===== src/rtl/ps2rx_pkg.sv =====
package ps2rx_pkg;

  localparam int FRAME_BITS = 11;
  localparam int CNT_W      = $clog2(FRAME_BITS);

  // Serial order: start first (bit 0), stop last (bit 10).
  typedef struct packed {
    logic       stop;
    logic       parity;
    logic [7:0] data;
    logic       start;
  } ps2_frame_t;

  function automatic logic frame_good(input ps2_frame_t f);
    return (f.start == 1'b0) && (f.stop == 1'b1) && (^{f.data, f.parity} == 1'b1);
  endfunction

endpackage


===== src/rtl/ps2rx_rst_sync.sv =====
module ps2rx_rst_sync #(
  parameter int STAGES = 2
) (
  input  logic clk_i,
  input  logic rst_ni,
  output logic rst_no
);

  logic [STAGES-1:0] chain_q;

  always_ff @(posedge clk_i or negedge rst_ni) begin
    if (!rst_ni) chain_q <= '0;
    else         chain_q <= {chain_q[STAGES-2:0], 1'b1};
  end

  assign rst_no = chain_q[STAGES-1];

endmodule


===== src/rtl/ps2rx_line_filter.sv =====
module ps2rx_line_filter #(
  parameter int SYNC_STAGES = 2,
  parameter int FILT_LEN    = 8
) (
  input  logic clk_i,
  input  logic rst_ni,
  input  logic line_i,
  output logic level_o
);

  logic [SYNC_STAGES-1:0] sync_q;
  logic [FILT_LEN-1:0]    hist_q, hist_d;
  logic                   level_q, level_d;

  always_comb begin
    hist_d  = {hist_q[FILT_LEN-2:0], sync_q[SYNC_STAGES-1]};
    level_d = level_q;
    if (&hist_q)       level_d = 1'b1;
    else if (~|hist_q) level_d = 1'b0;
  end

  always_ff @(posedge clk_i or negedge rst_ni) begin
    if (!rst_ni) begin
      sync_q  <= '1;
      hist_q  <= '1;
      level_q <= 1'b1;
    end else begin
      sync_q  <= {sync_q[SYNC_STAGES-2:0], line_i};
      hist_q  <= hist_d;
      level_q <= level_d;
    end
  end

  assign level_o = level_q;

endmodule


===== src/rtl/ps2rx_fall_detect.sv =====
module ps2rx_fall_detect (
  input  logic clk_i,
  input  logic rst_ni,
  input  logic level_i,
  output logic fall_o
);

  logic prev_q;

  always_ff @(posedge clk_i or negedge rst_ni) begin
    if (!rst_ni) prev_q <= 1'b1;
    else         prev_q <= level_i;
  end

  assign fall_o = prev_q & ~level_i;

endmodule


===== src/rtl/ps2rx_frame_asm.sv =====
module ps2rx_frame_asm
  import ps2rx_pkg::*;
#(
  parameter int TIMEOUT_CYCLES = 400_000
) (
  input  logic       clk_i,
  input  logic       rst_ni,
  input  logic       fall_i,
  input  logic       data_i,
  output logic       good_stb_o,
  output logic       bad_stb_o,
  output logic [7:0] byte_o
);

  localparam int TMO_W = $clog2(TIMEOUT_CYCLES + 1);

  logic [CNT_W-1:0]      cnt_q, cnt_d;
  logic [FRAME_BITS-1:0] shreg_q, shreg_d;
  logic [TMO_W-1:0]      tmo_q, tmo_d;
  logic                  in_frame, tmo_hit, last_bit;
  ps2_frame_t            frame_w;

  always_comb begin
    in_frame = (cnt_q != '0);
    tmo_hit  = in_frame && !fall_i && (tmo_q == TMO_W'(TIMEOUT_CYCLES - 1));
    last_bit = fall_i && (cnt_q == CNT_W'(FRAME_BITS - 1));
    shreg_d  = fall_i ? {data_i, shreg_q[FRAME_BITS-1:1]} : shreg_q;
    frame_w  = ps2_frame_t'(shreg_d);

    cnt_d = cnt_q;
    if (fall_i)       cnt_d = last_bit ? '0 : cnt_q + 1'b1;
    else if (tmo_hit) cnt_d = '0;

    tmo_d = tmo_q;
    if (fall_i || !in_frame || tmo_hit) tmo_d = '0;
    else                                tmo_d = tmo_q + 1'b1;

    good_stb_o = last_bit &&  frame_good(frame_w);
    bad_stb_o  = last_bit && !frame_good(frame_w);
    byte_o     = frame_w.data;
  end

  always_ff @(posedge clk_i or negedge rst_ni) begin
    if (!rst_ni) begin
      cnt_q   <= '0;
      shreg_q <= '0;
      tmo_q   <= '0;
    end else begin
      cnt_q   <= cnt_d;
      shreg_q <= shreg_d;
      tmo_q   <= tmo_d;
    end
  end

endmodule


===== src/rtl/ps2_frame_receiver.sv =====
module ps2_frame_receiver #(
  parameter int SYNC_STAGES    = 2,
  parameter int FILT_LEN       = 8,
  parameter int TIMEOUT_CYCLES = 400_000
) (
  input  logic        clk_i,
  input  logic        rst_ni,
  input  logic        ps2_clk_i,
  input  logic        ps2_dat_i,
  output logic [7:0]  code_o,
  output logic [15:0] pair_o,
  output logic        code_valid_o,
  output logic        frame_err_o
);

  logic       rst_n_int;
  logic       clk_lvl, dat_lvl, clk_fall;
  logic       good_stb, bad_stb;
  logic [7:0] rx_byte;

  logic [7:0]  code_q, code_d;
  logic [15:0] pair_q, pair_d;
  logic        valid_q, err_q;

  ps2rx_rst_sync #(.STAGES(2)) u_rst (
    .clk_i(clk_i), .rst_ni(rst_ni), .rst_no(rst_n_int)
  );

  ps2rx_line_filter #(.SYNC_STAGES(SYNC_STAGES), .FILT_LEN(FILT_LEN)) u_filt_clk (
    .clk_i(clk_i), .rst_ni(rst_n_int), .line_i(ps2_clk_i), .level_o(clk_lvl)
  );

  ps2rx_line_filter #(.SYNC_STAGES(SYNC_STAGES), .FILT_LEN(FILT_LEN)) u_filt_dat (
    .clk_i(clk_i), .rst_ni(rst_n_int), .line_i(ps2_dat_i), .level_o(dat_lvl)
  );

  ps2rx_fall_detect u_fall (
    .clk_i(clk_i), .rst_ni(rst_n_int), .level_i(clk_lvl), .fall_o(clk_fall)
  );

  ps2rx_frame_asm #(.TIMEOUT_CYCLES(TIMEOUT_CYCLES)) u_asm (
    .clk_i(clk_i), .rst_ni(rst_n_int), .fall_i(clk_fall), .data_i(dat_lvl),
    .good_stb_o(good_stb), .bad_stb_o(bad_stb), .byte_o(rx_byte)
  );

  always_comb begin
    code_d = code_q;
    pair_d = pair_q;
    if (good_stb) begin
      code_d = rx_byte;
      pair_d = {pair_q[7:0], rx_byte};
    end
  end

  always_ff @(posedge clk_i or negedge rst_n_int) begin
    if (!rst_n_int) begin
      code_q  <= '0;
      pair_q  <= '0;
      valid_q <= 1'b0;
      err_q   <= 1'b0;
    end else begin
      code_q  <= code_d;
      pair_q  <= pair_d;
      valid_q <= good_stb;
      err_q   <= bad_stb;
    end
  end

  assign code_o       = code_q;
  assign pair_o       = pair_q;
  assign code_valid_o = valid_q;
  assign frame_err_o  = err_q;

endmodule


===== config.mk =====
export PLATFORM = sky130hd
export DESIGN_NAME = ps2_frame_receiver
export DESIGN_NICKNAME = d
export VERILOG_FILES = /design/src/rtl/ps2rx_pkg.sv /design/src/rtl/ps2rx_rst_sync.sv /design/src/rtl/ps2rx_line_filter.sv /design/src/rtl/ps2rx_fall_detect.sv /design/src/rtl/ps2rx_frame_asm.sv /design/src/rtl/ps2_frame_receiver.sv
export SDC_FILE = /design/constraint.sdc
export NUM_CORES = 1
export LEC_CHECK = 0
export CAP_MARGIN = 20
export CORE_MARGIN = 2
export CORE_UTILIZATION = 59
export DETAILED_ROUTE_END_ITERATION = 8
export PLACE_DENSITY = 0.83
export SLEW_MARGIN = 20
export SYNTH_ARGS = -nofsm -noshare
export SYNTH_HDL_FRONTEND = slang
export SYNTH_SLANG_ARGS = --single-unit

===== constraint.sdc =====
create_clock -name clk_i -period 3.3 [get_ports clk_i]
set_input_delay 0.99 -clock clk_i [delete_from_list [all_inputs] [get_ports clk_i]]
set_output_delay 0.99 -clock clk_i [all_outputs]
set_load 0.01 [all_outputs]

==> results of run 1 <==
-- state kept, by name, summed over array words and instances, names as in the netlist --
register,cells
u_filt_clk.hist_q,8
u_filt_dat.hist_q,8
u_filt_clk.level_o,1
u_rst.chain_q,2
u_asm.tmo_q,19
u_filt_dat.sync_q,2
code_o,7
u_filt_dat.level_o,1
u_fall.prev_q,1
frame_err_o,1
u_asm.cnt_q,4
u_asm.shreg_q,10
u_filt_clk.sync_q,2
code_valid_o,1
pair_o,9
-- routing by layer --
| metal | global-route usage | share of wire | vias up |
|---|---|---|---|
| li1 | - | - | 878 |
| met1 | 0.2474 | 0.50 | 902 |
| met2 | 0.2739 | 0.44 | 22 |
| met3 | 0.05233 | 0.035 | 13 |
| met4 | 0.1000 | 0.023 | 0 |
| met5 | 0 | 0 | - |
-- cell families after synthesis --
kind of cell | share of synthesized area
simple gates | 0.1205
flops | 0.6075
mux | 0.1134
xor+xnor | 0.07835
buf+inv | 0.03937
compound gates | 0.02402
fa+ha+maj | 0.01575
other cells | 0.001180
-- cell usage in the layout, fill, tap and decap left out, drive strengths merged, types with 2 or more instances in the layout --
master | netlist | final
and3 | 3 | 3
nand4 | 5 | 5
inv | 4 | 4
nand2 | 18 | 18
xor2 | 13 | 13
dfrtp | 53 | 53
and2 | 2 | 2
buf | 11 | 4
dfstp | 23 | 23
nor3 | 3 | 3
nor4 | 2 | 2
nor2 | 29 | 29
or4 | 2 | 2
clkdlybuf4s50 | 0 | 29
clkbuf | 3 | 15
mux2 | 26 | 26
nand3 | 9 | 9
o21ai | 6 | 6
mux2i | 3 | 3
xnor2 | 12 | 12
ha | 4 | 4
-- power by group --
part           switching, mW  leakage, nW  internal (mW)
sequential            0.0773        0.967           1.01
clock                  0.292       0.0718          0.271
combinational          0.136        0.620          0.113
total                  0.505         1.66           1.39
-- cell type report --
class | count | area [sq um] | share of cell area
clock buffers | 15 | 146.4 | 0.04037
inverters | 4 | 15.01 | 0.004141
multi-input cells | 152 | 1122 | 0.3095
flip-flops and latches | 76 | 1934 | 0.5335
well taps | 70 | 87.58 | 0.02415
repair buffers | 33 | 320.3 | 0.08834
-- how the worst min path moves through the flow --
stage,start,end,slack [ns]
after floorplan,u_rst.chain_q[0]$_DFF_PN0_,u_rst.chain_q[1]$_DFF_PN0_,0.33
after global placement,u_rst.chain_q[0]$_DFF_PN0_,u_rst.chain_q[1]$_DFF_PN0_,0.35
after detailed placement,u_rst.chain_q[0]$_DFF_PN0_,u_rst.chain_q[1]$_DFF_PN0_,0.35
after CTS,u_filt_clk.sync_q[1]$_DFF_PN1_,u_filt_clk.hist_q[0]$_DFF_PN1_,0.36
after global routing,u_filt_clk.sync_q[1]$_DFF_PN1_,u_filt_clk.hist_q[0]$_DFF_PN1_,0.36
final,u_rst.chain_q[1]$_DFF_PN0_,code_o[6]$_DFFE_PN0P_,0.36
-- metrics by stage --
| step | power, mW | setup WS (ns) | util |
|---|---|---|---|
| after global placement | 1.339 | 0.5799 | 0.6765 |
| after CTS | 1.915 | 0.5206 | 0.7050 |
| final | 1.899 | 0.5204 | 0.7055 |
| after global routing | 1.997 | 0.3746 | 0.7055 |
| after floorplan | 1.288 | 0.6879 | - |
| after detailed placement | 1.352 | 0.5390 | 0.6765 |
==> flow_metrics.py, run 1 <==
metrics = {
    "synthesis": {
        "synth_edf_count": 0,
        "synth_cell_type_count": 39,
        "synth_top_area_share": 0.4173,
        "ys_async_sr_fraction": 1.000,
        "synth_nets": 254,
        "synth.most_common_cell": "dfrtp_1",
        "synth_area_leaders": "dfrtp_1 42%, dfstp_2 19%, mux2_2 5.7%",
        "yosys_warnings": 0,
        "synth_cells": 246,
        "synth_top_area_cell": "dfrtp_1",
        "avgSynthCellArea_sq_um": 12.92,
        "syn-cell-area_sq_mm": 0.003178,
        "synth_flop_cell": "dfrtp_1",
        "synth_common_cells": "53 x dfrtp_1, 29 x nor2_1, 23 x dfstp_2",
        "synth-seq-cells": 76,
        "ys_seq_area_frac": 0.6075,
    },
    "die": {
        "fp.dieW_um": 77.39,
        "design.die.area_sq_mm": 0.005989,
        "core_sq_mm": 0.005140,
        "floorplan.initialDensity": 0.6183,
        "io_pins": 30,
        "std_cell_rows": 26,
        "fp.dieH_um": 77.39,
    },
    "cts": {
        "cts.sink_count": 76,
        "clkLatencyLatePin_ns": 0.34,
        "root_buffer": "clkbuf_8",
        "clkTransAtPathRegs_ns": 0.07,
        "cts_hold_repair.buffers": 0,
        "cts_htree_levels": 3,
        "cts_buffers": 9,
        "cts_resized": 0,
        "cts_setup_buffers": 0,
        "cts_tree": "yes",
        "clk_path_buf_depth": 2,
    },
    "flow_run": {
        "maxCapViolations": 0,
    },
    "drt": {
        "wl_per_cell_um": 13.67,
        "num_vias": 1815,
        "ant_nets": 0,
        "drc_errors": 0,
        "routed_wl_um": 4784,
        "first_pass_iters": 4,
        "drt_first_iter_violations": 105,
        "avgViaCountPerCell": 5.186,
    },
    "finish": {
        "fin_area_sq_mm": 0.003626,
        "instances_no_fill": 350,
        "drive_gt1_frac": 0.2357,
        "n_fill_cell": 378,
        "diodes": 0,
        "area_growth_pct": 14.09,
        "num-nets-final": 284,
    },
    "power": {
        "pwr_density_cell_mw_per_mm2": 523.7,
        "p_leak_nw": 1.659,
        "irDropWorstVdd_v": 0.0003692,
    },
    "critical_path": {
        "path_cells": "nand2b_1 -> mux2i_1 -> xnor3_1 -> xnor2_1 -> or4b_1 -> buf_4 -> mux2_4",
        "cp-startpoint": "u_filt_clk.level_o$_DFFE_PN1P_",
        "cp.required_ns": 3.52,
        "slowest_delay_ns": 0.54,
        "endpoint": "pair_o[10]$_DFFE_PN0P_",
        "cp_num_buf_inv": 1,
        "critPathKind": "flop to flop",
        "r2r_start": "u_filt_clk.level_o$_DFFE_PN1P_",
        "r2r-end": "pair_o[10]$_DFFE_PN0P_",
        "ff2ff_path_depth": 7,
        "cp.depth": 7,
        "cp-end-kind": "flop",
        "critPathMaxFanout": 16,
        "start_kind": "flop",
        "crit_arrival_ns": 3.00,
        "crit_family": "simple AND/OR/NAND/NOR gates",
        "cp_slowest_cell": "dfstp_2",
        "r2r_slack_ns": 0.52,
    },
    "placement": {
        "placed_area_sq_mm": 0.003477,
        "gp_congestion": 0.7902,
        "hpwl_um": 3163,
        "numPortBuffers": 29,
        "dp.cells": 335,
    },
    "timing": {
        "tns_ns": 0,
        "whs_ns": 0.3550,
        "slew_headroom": 0.5593,
        "finalSetupViolCount": 0,
        "hold_viol": 0,
        "max_freq_mhz": 359.8,
        "tightestPinTransition_ns": 0.6611,
        "rsz0062_at_grt": "false",
        "period_minus_slack_ns": 2.780,
        "finClkSkew_ns": 0.009415,
        "period_share": 0.8423,
        "maxSlewViolCount": 0,
    },
    "global_routing": {
        "grt_pass1_wl_um": 8549,
        "gr-total-overflow": 0,
        "grt_usage": 0.1845,
        "antenna_found_initial": 0,
        "grt_pass1_vias": 1880,
        "grt_max_degree": 55,
    },
    "run_status": {
        "outcome": "finished, final reports clean",
    },
    "hold_path": {
        "worstHoldPathType": "flop to async pin",
    },
}
Note: power is estimated with default switching activity, not from simulation.
==> run 2, diff against run 1 <==
CORE_UTILIZATION = 56   (was 59)
PLACE_DENSITY = 0.79   (was 0.83)
clock period = 2.7 ns   (was 3.3 ns; I/O delays follow)
==> run 2 against run 1 <==
Compared with the run above:
- flip-flop and latch count unchanged
- die area is 5.1% higher
- sequential share of layout area is 1.8 points lower
- clock skew shrank 0.0028 ns
- maximum frequency up 7.7%
- sequential power up 21%
- cell area is 3.3% higher
- critical path depth rose by 1
- cell count rose by 0.86%
- combinational power rose by 24%
- largest power group unchanged
==> flow_metrics.py, run 2 (same netlist as run 1, synthesis figures left out) <==
metrics = {
    "run_status": {
        "outcome": "finished, final reports clean",
    },
    "cts": {
        "clkTransAtPathRegs_ns": 0.08,
        "cts.sink_count": 76,
        "cts_htree_levels": 3,
        "root_buffer": "clkbuf_8",
        "clk_path_buf_depth": 2,
        "cts_setup_buffers": 0,
        "cts_tree": "yes",
        "cts_hold_repair.buffers": 0,
        "clkLatencyLatePin_ns": 0.33,
        "cts_buffers": 9,
    },
    "drt": {
        "drc_errors": 0,
        "wl_per_cell_um": 13.67,
        "avgViaCountPerCell": 5.150,
        "routed_wl_um": 4824,
        "first_pass_iters": 4,
        "ant_nets": 0,
        "num_vias": 1818,
        "drt_first_iter_violations": 59,
    },
    "timing": {
        "whs_ns": 0.3485,
        "finalSetupViolCount": 0,
        "setup_slack_ns": 0.1190,
        "slew_headroom": 0.4831,
        "finClkSkew_ns": 0.006585,
        "period_share": 0.9559,
        "maxSlewViolCount": 0,
        "tns_ns": 0,
        "tightestPinTransition_ns": 0.7753,
        "rsz0062_at_grt": "false",
        "period_minus_slack_ns": 2.581,
        "hold_viol": 0,
        "max_freq_mhz": 387.4,
    },
    "global_routing": {
        "grt_max_degree": 39,
        "grt_pass1_vias": 1824,
        "grt_usage": 0.1748,
        "antenna_found_initial": 0,
        "grt_pass1_wl_um": 8383,
        "gr-total-overflow": 0,
    },
    "placement": {
        "placed_area_sq_mm": 0.003505,
        "dp.cells": 337,
        "hpwl_um": 3266,
        "post-place-ws_ns": -0.004636,
        "gp_congestion": 0.7782,
        "numPortBuffers": 29,
    },
    "power": {
        "power_mw": 2.549,
        "irDropWorstVdd_v": 0.0003983,
        "pwr_density_cell_mw_per_mm2": 680.8,
        "p_leak_nw": 1.720,
    },
    "finish": {
        "diodes": 0,
        "area_growth_pct": 17.83,
        "layout_common_cells": "52 x dfrtp_1, 29 x nor2_1, 29 x clkdlybuf4s50_1",
        "postLayoutCoreUtil": 0.6801,
        "largest_reg_flops": 19,
        "n_fill_cell": 404,
        "fin_area_sq_mm": 0.003745,
        "regArea_sq_mm": 0.001932,
        "drive_gt1_frac": 0.2633,
        "num-nets-final": 284,
        "instances_no_fill": 353,
        "regMostFlops": "u_asm.tmo_q",
        "final_common_cell": "dfrtp_1",
        "multi_input_area_sq_mm": 0.001134,
    },
    "critical_path": {
        "cp_slowest_cell": "dfstp_2",
        "path_cells": "nand2b_4 -> buf_12 -> mux2i_1 -> xnor3_1 -> xnor2_1 -> or4b_4 -> buf_12 -> mux2_4",
        "crit_arrival_ns": 2.80,
        "cp_num_buf_inv": 2,
        "crit_family": "simple AND/OR/NAND/NOR gates",
        "cp-end-kind": "flop",
        "start_kind": "flop",
        "cpMostUsedCell": "buf_12",
        "critPathKind": "flop to flop",
        "slowest_delay_ns": 0.56,
        "cp.required_ns": 2.92,
        "critPathMaxFanout": 16,
    },
    "die": {
        "fp.dieH_um": 79.34,
        "floorplan.initialDensity": 0.5771,
        "design.die.area_sq_mm": 0.006294,
        "core_sq_mm": 0.005507,
        "io_pins": 30,
        "fp.dieW_um": 79.34,
        "std_cell_rows": 27,
    },
    "flow_run": {
        "maxCapViolations": 0,
    },
    "hold_path": {
        "worstHoldPathType": "flop to async pin",
    },
}
[run 2: cell types whose count changed in the layout (fill, tap and decap cells not counted), sizes merged]
cell      delta
clkinv       +2
bufinv       +2
clkbuf       -5
clkinvlp     +2
[run 2: worst paths after layout]
kind | depth (start not counted) | to | startpoint | slack [ns]
worst max register to register | 8 | code_o[3]$_DFFE_PN0P_ | u_filt_clk.level_o$_DFFE_PN1P_ | 0.12
min in group clk_i | 0 | u_filt_clk.sync_q[1]$_DFF_PN1_ | u_filt_clk.sync_q[0]$_DFF_PN1_ | 0.36
worst max-delay path | 8 | code_o[3]$_DFFE_PN0P_ | u_filt_clk.level_o$_DFFE_PN1P_ | 0.12
max in group asynchronous | 1 | u_filt_clk.hist_q[7]$_DFF_PN1_ | u_rst.chain_q[1]$_DFF_PN0_ | 1.63
worst min register to register | 0 | u_asm.shreg_q[8]$_DFF_PN0_ | u_rst.chain_q[1]$_DFF_PN0_ | 0.35
worst min-delay path | 0 | u_asm.shreg_q[8]$_DFF_PN0_ | u_rst.chain_q[1]$_DFF_PN0_ | 0.35
[run 2: final cells by class]
class	instances	area share
well taps	72	0.02406
clock buffers	10	0.03408
clock inverters	6	0.02372
multi-input cells	152	0.3027
inverters	4	0.004009
repair buffers	33	0.09556
flip-flops and latches	76	0.5159
[run 2: power breakdown]
part / switching, mW / leakage [nW] / internal, mW
Clock: 0.399 / 0.102 / 0.520
Sequential: 0.0869 / 0.967 / 1.23
Combinational: 0.170 / 0.650 / 0.139
Total: 0.657 / 1.72 / 1.89
[run 2: repair_timing]
action / 4_1_cts / 5_1_grt
cloned: 0 / 0
endpoints found under the setup margin: 16 / 16
resized for setup: 1 / 5
[run 2: per-layer routing]
layer  up-vias  share of wire  track usage
li1        879              -            -
met5         -              0            0
met4         0         0.0097      0.07069
met3         5          0.031      0.06136
met1       912           0.47       0.2352
met2        22           0.49       0.2602
